### config.mk
export PLATFORM = sky130hd
export DESIGN_NAME = rx_char_buffer
export DESIGN_NICKNAME = d
export VERILOG_FILES = /design/src/rtl/rx_buf_pkg.sv /design/src/rtl/rx_buf_store.sv /design/src/rtl/rx_buf_hold.sv /design/src/rtl/rx_buf_flag.sv /design/src/rtl/rx_char_buffer.sv
export SDC_FILE = /design/constraint.sdc
export NUM_CORES = 1
export LEC_CHECK = 0
export BUFFER_PORTS_ARGS = -buffer_cell sky130_fd_sc_hd__buf_2
export CORE_ASPECT_RATIO = 0.8
export CORE_MARGIN = 2
export CORE_UTILIZATION = 51
export DETAILED_ROUTE_END_ITERATION = 6
export PLACE_DENSITY = 0.74
export REMOVE_ABC_BUFFERS = 1
export SLEW_MARGIN = 10
export SYNTH_ARGS = -nofsm -noshare
export SYNTH_HDL_FRONTEND = slang
export SYNTH_SLANG_ARGS = --single-unit
### constraint.sdc
create_clock -name clk_i -period 1.8 [get_ports clk_i]
set_clock_uncertainty 0.05 [all_clocks]
set_input_delay 0.54 -clock clk_i [delete_from_list [all_inputs] [get_ports clk_i]]
set_output_delay 0.54 -clock clk_i [all_outputs]
set_load 0.01 [all_outputs]
### src/rtl/rx_buf_pkg.sv
package rx_buf_pkg;
  typedef enum logic {
    FLAG_AVAIL = 1'b0,
    FLAG_FULL  = 1'b1
  } flag_mode_e;
endpackage

### src/rtl/rx_buf_store.sv
module rx_buf_store #(
  parameter int DATA_W = 8,
  parameter int DEPTH  = 3,
  localparam int PTR_W = (DEPTH > 1) ? $clog2(DEPTH) : 1,
  localparam int CNT_W = $clog2(DEPTH + 1)
) (
  input  logic              clk_i,
  input  logic              rst_ni,
  input  logic              push_i,
  input  logic [DATA_W-1:0] push_data_i,
  input  logic              rd_i,
  output logic              pop_o,
  output logic [CNT_W-1:0]  cnt_o,
  output logic [DATA_W-1:0] rd_data_o
);
  localparam logic [CNT_W-1:0] CNT_FULL = CNT_W'(DEPTH);
  localparam logic [PTR_W-1:0] PTR_LAST = PTR_W'(DEPTH - 1);

  logic [DATA_W-1:0] mem_q [DEPTH];
  logic [PTR_W-1:0]  wr_ptr_q, rd_ptr_q;
  logic [CNT_W-1:0]  cnt_q;
  logic              pop;

  assign pop       = rd_i && (cnt_q != '0);
  assign pop_o     = pop;
  assign cnt_o     = cnt_q;
  assign rd_data_o = (cnt_q != '0) ? mem_q[rd_ptr_q] : '0;

  for (genvar g = 0; g < DEPTH; g++) begin : g_slot
    always_ff @(posedge clk_i or negedge rst_ni) begin
      if (!rst_ni)                                  mem_q[g] <= '0;
      else if (push_i && wr_ptr_q == PTR_W'(g))     mem_q[g] <= push_data_i;
    end
  end

  always_ff @(posedge clk_i or negedge rst_ni) begin
    if (!rst_ni) begin
      wr_ptr_q <= '0;
      rd_ptr_q <= '0;
      cnt_q    <= '0;
    end else begin
      if (push_i) wr_ptr_q <= (wr_ptr_q == PTR_LAST) ? '0 : wr_ptr_q + 1'b1;
      if (pop)    rd_ptr_q <= (rd_ptr_q == PTR_LAST) ? '0 : rd_ptr_q + 1'b1;
      cnt_q <= cnt_q + CNT_W'(push_i) - CNT_W'(pop);
    end
  end

  assert_no_overflow_R3: assert property (@(posedge clk_i) disable iff (!rst_ni)
    push_i |-> (cnt_q != CNT_FULL));
  assert_count_bound_R3: assert property (@(posedge clk_i) disable iff (!rst_ni)
    cnt_q <= CNT_FULL);
  assert_empty_read_R8: assert property (@(posedge clk_i) disable iff (!rst_ni)
    (cnt_q == '0 && !push_i) |=> (cnt_q == '0 && $stable(rd_ptr_q)));
endmodule

### src/rtl/rx_buf_hold.sv
module rx_buf_hold #(
  parameter int DATA_W = 8
) (
  input  logic              clk_i,
  input  logic              rst_ni,
  input  logic              char_valid_i,
  input  logic [DATA_W-1:0] char_data_i,
  input  logic              store_full_i,
  output logic              push_o,
  output logic [DATA_W-1:0] push_data_o,
  output logic              hold_valid_o,
  output logic              overrun_o
);
  logic              hold_valid_q, overrun_q;
  logic [DATA_W-1:0] hold_data_q;
  logic              drain, drop, park;

  // the holding stage always drains first to keep arrival order
  assign drain       = hold_valid_q && !store_full_i;
  assign drop        = char_valid_i && hold_valid_q && store_full_i;
  assign park        = char_valid_i && (hold_valid_q || store_full_i) && !drop;
  assign push_o      = (hold_valid_q || char_valid_i) && !store_full_i;
  assign push_data_o = hold_valid_q ? hold_data_q : char_data_i;

  always_ff @(posedge clk_i or negedge rst_ni) begin
    if (!rst_ni) begin
      hold_valid_q <= 1'b0;
      hold_data_q  <= '0;
      overrun_q    <= 1'b0;
    end else begin
      overrun_q <= drop;
      if (park) begin
        hold_valid_q <= 1'b1;
        hold_data_q  <= char_data_i;
      end else if (drain) begin
        hold_valid_q <= 1'b0;
      end
    end
  end

  assign hold_valid_o = hold_valid_q;
  assign overrun_o    = overrun_q;

  assert_drop_kept_R7: assert property (@(posedge clk_i) disable iff (!rst_ni)
    drop |=> (hold_valid_q && $stable(hold_data_q)));
  assert_park_full_R3: assert property (@(posedge clk_i) disable iff (!rst_ni)
    (char_valid_i && store_full_i && !hold_valid_q) |=> hold_valid_q);
endmodule

### src/rtl/rx_buf_flag.sv
module rx_buf_flag #(
  parameter int DEPTH = 3,
  localparam int CNT_W = $clog2(DEPTH + 1)
) (
  input  logic             clk_i,
  input  logic             rst_ni,
  input  logic             mode_full_i,
  input  logic             push_i,
  input  logic             pop_i,
  input  logic [CNT_W-1:0] cnt_i,
  output logic             rdy_o
);
  import rx_buf_pkg::*;
  localparam logic [CNT_W-1:0] CNT_FULL = CNT_W'(DEPTH);

  logic [CNT_W-1:0] cnt_next;
  logic             fill_evt, rdy_q, rdy_d;
  flag_mode_e       mode;

  assign mode     = flag_mode_e'(mode_full_i);
  assign cnt_next = cnt_i + CNT_W'(push_i) - CNT_W'(pop_i);
  assign fill_evt = push_i && (cnt_next == CNT_FULL);

  always_comb begin
    unique case (mode)
      FLAG_AVAIL: rdy_d = (cnt_next != '0);
      FLAG_FULL:  rdy_d = fill_evt || (rdy_q && !pop_i && cnt_next == CNT_FULL);
      default:    rdy_d = 1'b0;
    endcase
  end

  always_ff @(posedge clk_i or negedge rst_ni) begin
    if (!rst_ni) rdy_q <= 1'b0;
    else         rdy_q <= rdy_d;
  end
  assign rdy_o = rdy_q;

  assert_avail_level_R4: assert property (@(posedge clk_i) disable iff (!rst_ni)
    !mode_full_i |=> (rdy_o == (cnt_i != '0)));
  assert_full_rise_R5: assert property (@(posedge clk_i) disable iff (!rst_ni)
    (mode_full_i && !rdy_o) |=> (!rdy_o || cnt_i == CNT_FULL));
  assert_full_pop_clear_R5: assert property (@(posedge clk_i) disable iff (!rst_ni)
    (mode_full_i && pop_i) |=> !rdy_o);
endmodule

### src/rtl/rx_char_buffer.sv
module rx_char_buffer #(
  parameter int DATA_W = 8,
  parameter int DEPTH  = 3
) (
  input  logic              clk_i,
  input  logic              rst_ni,
  input  logic              mode_full_i,
  input  logic              char_valid_i,
  input  logic [DATA_W-1:0] char_data_i,
  input  logic              rd_i,
  output logic [DATA_W-1:0] rd_data_o,
  output logic              rdy_o,
  output logic              overrun_o
);
  localparam int CNT_W = $clog2(DEPTH + 1);
  localparam logic [CNT_W-1:0] CNT_FULL = CNT_W'(DEPTH);

  logic              push, pop, hold_valid, store_full;
  logic [DATA_W-1:0] push_data;
  logic [CNT_W-1:0]  cnt;

  assign store_full = (cnt == CNT_FULL);

  rx_buf_hold #(.DATA_W(DATA_W)) u_hold (
    .clk_i, .rst_ni, .char_valid_i, .char_data_i,
    .store_full_i (store_full),
    .push_o       (push),
    .push_data_o  (push_data),
    .hold_valid_o (hold_valid),
    .overrun_o
  );

  rx_buf_store #(.DATA_W(DATA_W), .DEPTH(DEPTH)) u_store (
    .clk_i, .rst_ni,
    .push_i      (push),
    .push_data_i (push_data),
    .rd_i,
    .pop_o       (pop),
    .cnt_o       (cnt),
    .rd_data_o
  );

  rx_buf_flag #(.DEPTH(DEPTH)) u_flag (
    .clk_i, .rst_ni, .mode_full_i,
    .push_i (push),
    .pop_i  (pop),
    .cnt_i  (cnt),
    .rdy_o
  );

  assert_hold_drain_R6: assert property (@(posedge clk_i) disable iff (!rst_ni)
    (hold_valid && !store_full && !pop) |=> (cnt == $past(cnt) + 1'b1));
  assert_overrun_cause_R7: assert property (@(posedge clk_i) disable iff (!rst_ni)
    overrun_o |-> $past(char_valid_i && hold_valid && store_full));
  assert_overrun_pulse_R7: assert property (@(posedge clk_i) disable iff (!rst_ni)
    overrun_o |=> !overrun_o || $past(char_valid_i));
endmodule

==> results.md <==
| Metric | This run | Unit |
|:---|:---|:---|
| Worst Max-Slew Pin Slew | 0.3850 | ns |
| Die Width | 73.50 | µm |
| Critical path buffer and inverter count | 2 | - |
| Headroom to the max-slew limit | 0.7433 | - |
| Sum of routed wire segments on met1 | 1.692 | mm |
| Detailed Route WL | 3.794 | mm |
| Synth top area share | 0.5206 | - |
| Top cells by area in the synthesized netlist | dfrtp_1 52%, mux2_2 23%, mux2i_1 4.1%, or2_2 2.2%, a21oi_1 2.0% | - |
| Critical path fanouts, max | 5 | - |
| Via count of the first global-routing pass | 1349 | - |
| TritonCTS Buffers | 5 | - |
| Setup repair after global routing missed its margin | true | - |
| Detail-routed via count per cell | 5.410 | - |
| CTS clock-pin slew for the worst setup and hold paths | 0.08 | ns |
| Fmax | 481.7 | MHz |
| Synthesized area | 0.001971 | mm² |
| Critical path startpoint category | flop | - |
| Endpoints failing hold | 0 | - |
| Violations in the final reports | negative setup slack | - |
| Total gr overflow | 0 | - |
| Global-route wire length before repair | 6.375 | mm |
| Result of the run | finished, violations left | - |
| Hold Crit Class | in2async | - |
| Time the worst path needs with I/O delays and setup | 2.076 | ns |
| Post-Route Setup TNS | -1.971 | ns |
| Layout overhead on the synthesized area | 23.68 | % |
| Power per Cell Area | 1941 | mW/mm² |
| Met3 wire len | 102 | µm |
| Root Buffer | clkbuf_8 | - |
| Height of the die | 59.60 | µm |
| Data required time of the critical path | 1.21 | ns |
| Top cell type by total area after synthesis | dfrtp_1 | - |
| Met2 Wirelength | 1.936 | mm |
| Antenna-violating nets left | 0 | - |
| Pin count of the biggest net entering global routing | 18 | - |
| Number of nets in the layout | 209 | - |
| Filler Cell Count | 285 | - |
| Post-detailed-route wirelength per cell | 15.87 | µm |
| Clk_lat worst skew | 0.29 | ns |
| TritonCTS sink count | 41 | - |
| Largest stage delay, worst path | 0.40 | ns |
| Number of antenna violations at the first check in global routing | 0 | - |
| Delay-heaviest family, CP | flip-flops | - |
| Maximum root-to-sink buffer count | 2 | - |
| Top Layer Used | met4 | - |
| Tot Pwr | 4732 | µW |
| Final instance area | 0.002437 | mm² |
| Remaining routing DRC violations | 0 | - |
| Synthesized-area fraction occupied by and/or/nand/nor cells | 0.08508 | - |
| Complex-gate fraction of the synthesized area | 0.07429 | - |
| Static Leak | 0.001127 | µW |
| Via Count | 1293 | - |
| Adder-Cell Fraction of Synth Area | 0.01270 | - |
| Number of levels in the clock H-tree | 2 | - |
| Period utilization | 1.153 | - |
| Starting density of the core | 0.5250 | - |
| Type of element capturing the critical path | primary output | - |
| Pre-Repair DR Iteration Count | 4 | - |
| Utilization of the core after routing | 0.6493 | - |
| Smallest setup slack after layout | -0.2761 | ns |
| Data arrival time of the worst path | 1.49 | ns |
| Antenna diodes | 0 | - |
| Number of port buffers | 22 | - |
| Total routing resource utilization after global routing | 0.2012 | - |
| Number of primary I/O pins | 23 | - |
| Cells along the critical path | buf_6, mux2i_1, or2_4, a21oi_2, buf_2 | - |
| Main combinational cell family by area after synthesis | multiplexers | - |
| Post-synthesis sequential area ratio | 0.5206 | - |
| Total placed instance area | 0.002283 | mm² |
| CTS tree | built | - |
| Row count | 20 | - |
| XOR/XNOR share of the synthesized area | 0.01206 | - |
| Number of cells produced by synthesis | 146 | - |
| Die area | 0.004381 | mm² |
| Place WS | -0.1310 | ns |
| Worst IR Drop VDD | 0.9787 | mV |
| Final weighted congestion in routability-driven placement | 0.7504 | - |
| Path type of the worst setup path | reg2out | - |
| Synth Warn # | 0 | - |
| Core area | 0.003754 | mm² |
| Number of DRC violations after detailed-routing iteration 0 | 82 | - |
| Final HPWL DP | 2.723 | mm |
| Max_cap viols | 0 | - |
| Mean Syn Cell Area | 13.50 | µm² |
| Final setup vio count | 8 | - |
| Hold buffer count at cts | 0 | - |
| Proportion of layout cells with a drive suffix above 1 | 0.5949 | - |
| Critical Path Slowest Stage Cell | dfrtp_1 | - |
| #FFs+latches synth | 41 | - |
| Max-slew violation total from the final report | 0 | - |
| Proportion of synthesized area in mux cells | 0.2749 | - |
| Library cells used by synthesis | 28 | - |
logic make-up (layout without fill, tap and decap cells):
group / Yosys count / count (layout)
adder cells (fa/ha/maj): 2 / 2
AO/OA/AOI/OAI: 20 / 20
AND/OR/NAND/NOR: 25 / 25
XOR/XNOR: 1 / 1
flip-flops: 41 / 41
buffers and inverters: 8 / 57
multiplexers: 49 / 49
cell usage after synthesis:
library cell   n
dfrtp_1       41
mux2_2        40
a21oi_1        8
mux2i_1        8
nand2_1        8
or2_2          7
a21o_1         3
clkbuf_1       3
nor2_1         3
a21boi_0       2
buf_2          2
ha_1           2
inv_1          2
nor3b_4        2
o21ai_0        2
a2bb2oi_1      1
a31oi_1        1
and3b_1        1
and4_1         1
buf_6          1
mux2_1         1
nor2b_1        1
nor3_1         1
nor3_4         1
o21ai_2        1
o21bai_1       1
o2bb2ai_4      1
xor3_1         1
flip-flops by register name, summed over array words and instances, names as in the netlist:
register	flops
u_store.rd_ptr_q	2
u_flag.rdy_o	1
u_hold.overrun_o	1
u_hold.hold_data_q	8
u_store.cnt_o	2
u_store.mem_q	24
u_hold.hold_valid_o	1
u_store.wr_ptr_q	2
worst reg2reg max path, cell delays in order (launching register included):
cell and delay, ns:
dfrtp_2 0.44, o21ai_2 0.15, inv_1 0.05, ha_1 0.26, inv_1 0.06, ha_1 0.15
xor3_1 0.26, o21bai_1 0.13, o21ai_1 0.07
worst paths after layout:
kind / startpoint / to / slack, ns / cells after the start
max in group asynchronous: rst_ni / u_store.mem_q[16] / 1.04 / 2
hold reg to reg: u_hold.hold_data_q[6] / u_hold.hold_data_q[6] / 0.46 / 1
setup / recovery: u_store.rd_ptr_q[1] / rd_data_o[4] / -0.28 / 5
setup reg to reg: u_store.cnt_o[1] / u_flag.rdy_o / 0.06 / 8
hold / removal: rst_ni / u_store.mem_q[14] / 0.10 / 1
min in group clk_i: char_data_i[3] / u_hold.hold_data_q[3] / 0.43 / 2
final cells by class:
cell class	instances	area (µm²)	share of cell area
Inverter	2	7.507	0.003080
Timing Repair Buffer	47	312.8	0.1283
Clock buffer	6	72.57	0.02977
Tap cell	44	55.05	0.02259
Clock inverter	2	10.01	0.004107
Multi-Input combinational cell	97	950.9	0.3901
Sequential cell	41	1028	0.4220
repair_timing:
item                                    4_1_cts  5_1_grt
pin swaps                                     7        0
endpoints found under the setup margin        9        9
gates resized for setup                      21        2
buffers inserted                              1        0
through the flow:
stage,hold WS (ns),cells
6_report,0.1024,239
5_1_grt,0.1271,239
2_1_floorplan,0.1944,140
3_5_place_dp,0.4329,230
4_1_cts,0.1136,239
3_3_place_gp,0.4186,230
power breakdown:
| group | leakage, µW | internal [µW] | switching (µW) |
|---|---|---|---|
| logic | 0.000589 | 1420 | 1050 |
| clock network | 0.0000450 | 269 | 308 |
| registers | 0.000493 | 1390 | 291 |
cells in the final DEF, fill, tap and decap left out, drive strengths merged, types with 2 or more instances in the layout:
master	count
clkinv	2
a21boi	2
mux2i	8
mux2	41
buf	47
inv	2
o21ai	3
a21oi	8
or2	7
clkbuf	6
a21o	3
nor3b	2
nor2	3
dfrtp	41
nand2	8
ha	2
nor3	2
layer usage:
metal  up-vias  track usage
li1        616            -
met1       653       0.2536
met2        17       0.3316
met3         7      0.04592
met4         0      0.09091
met5         -            0
Note: power is estimated with default switching activity, not from simulation.
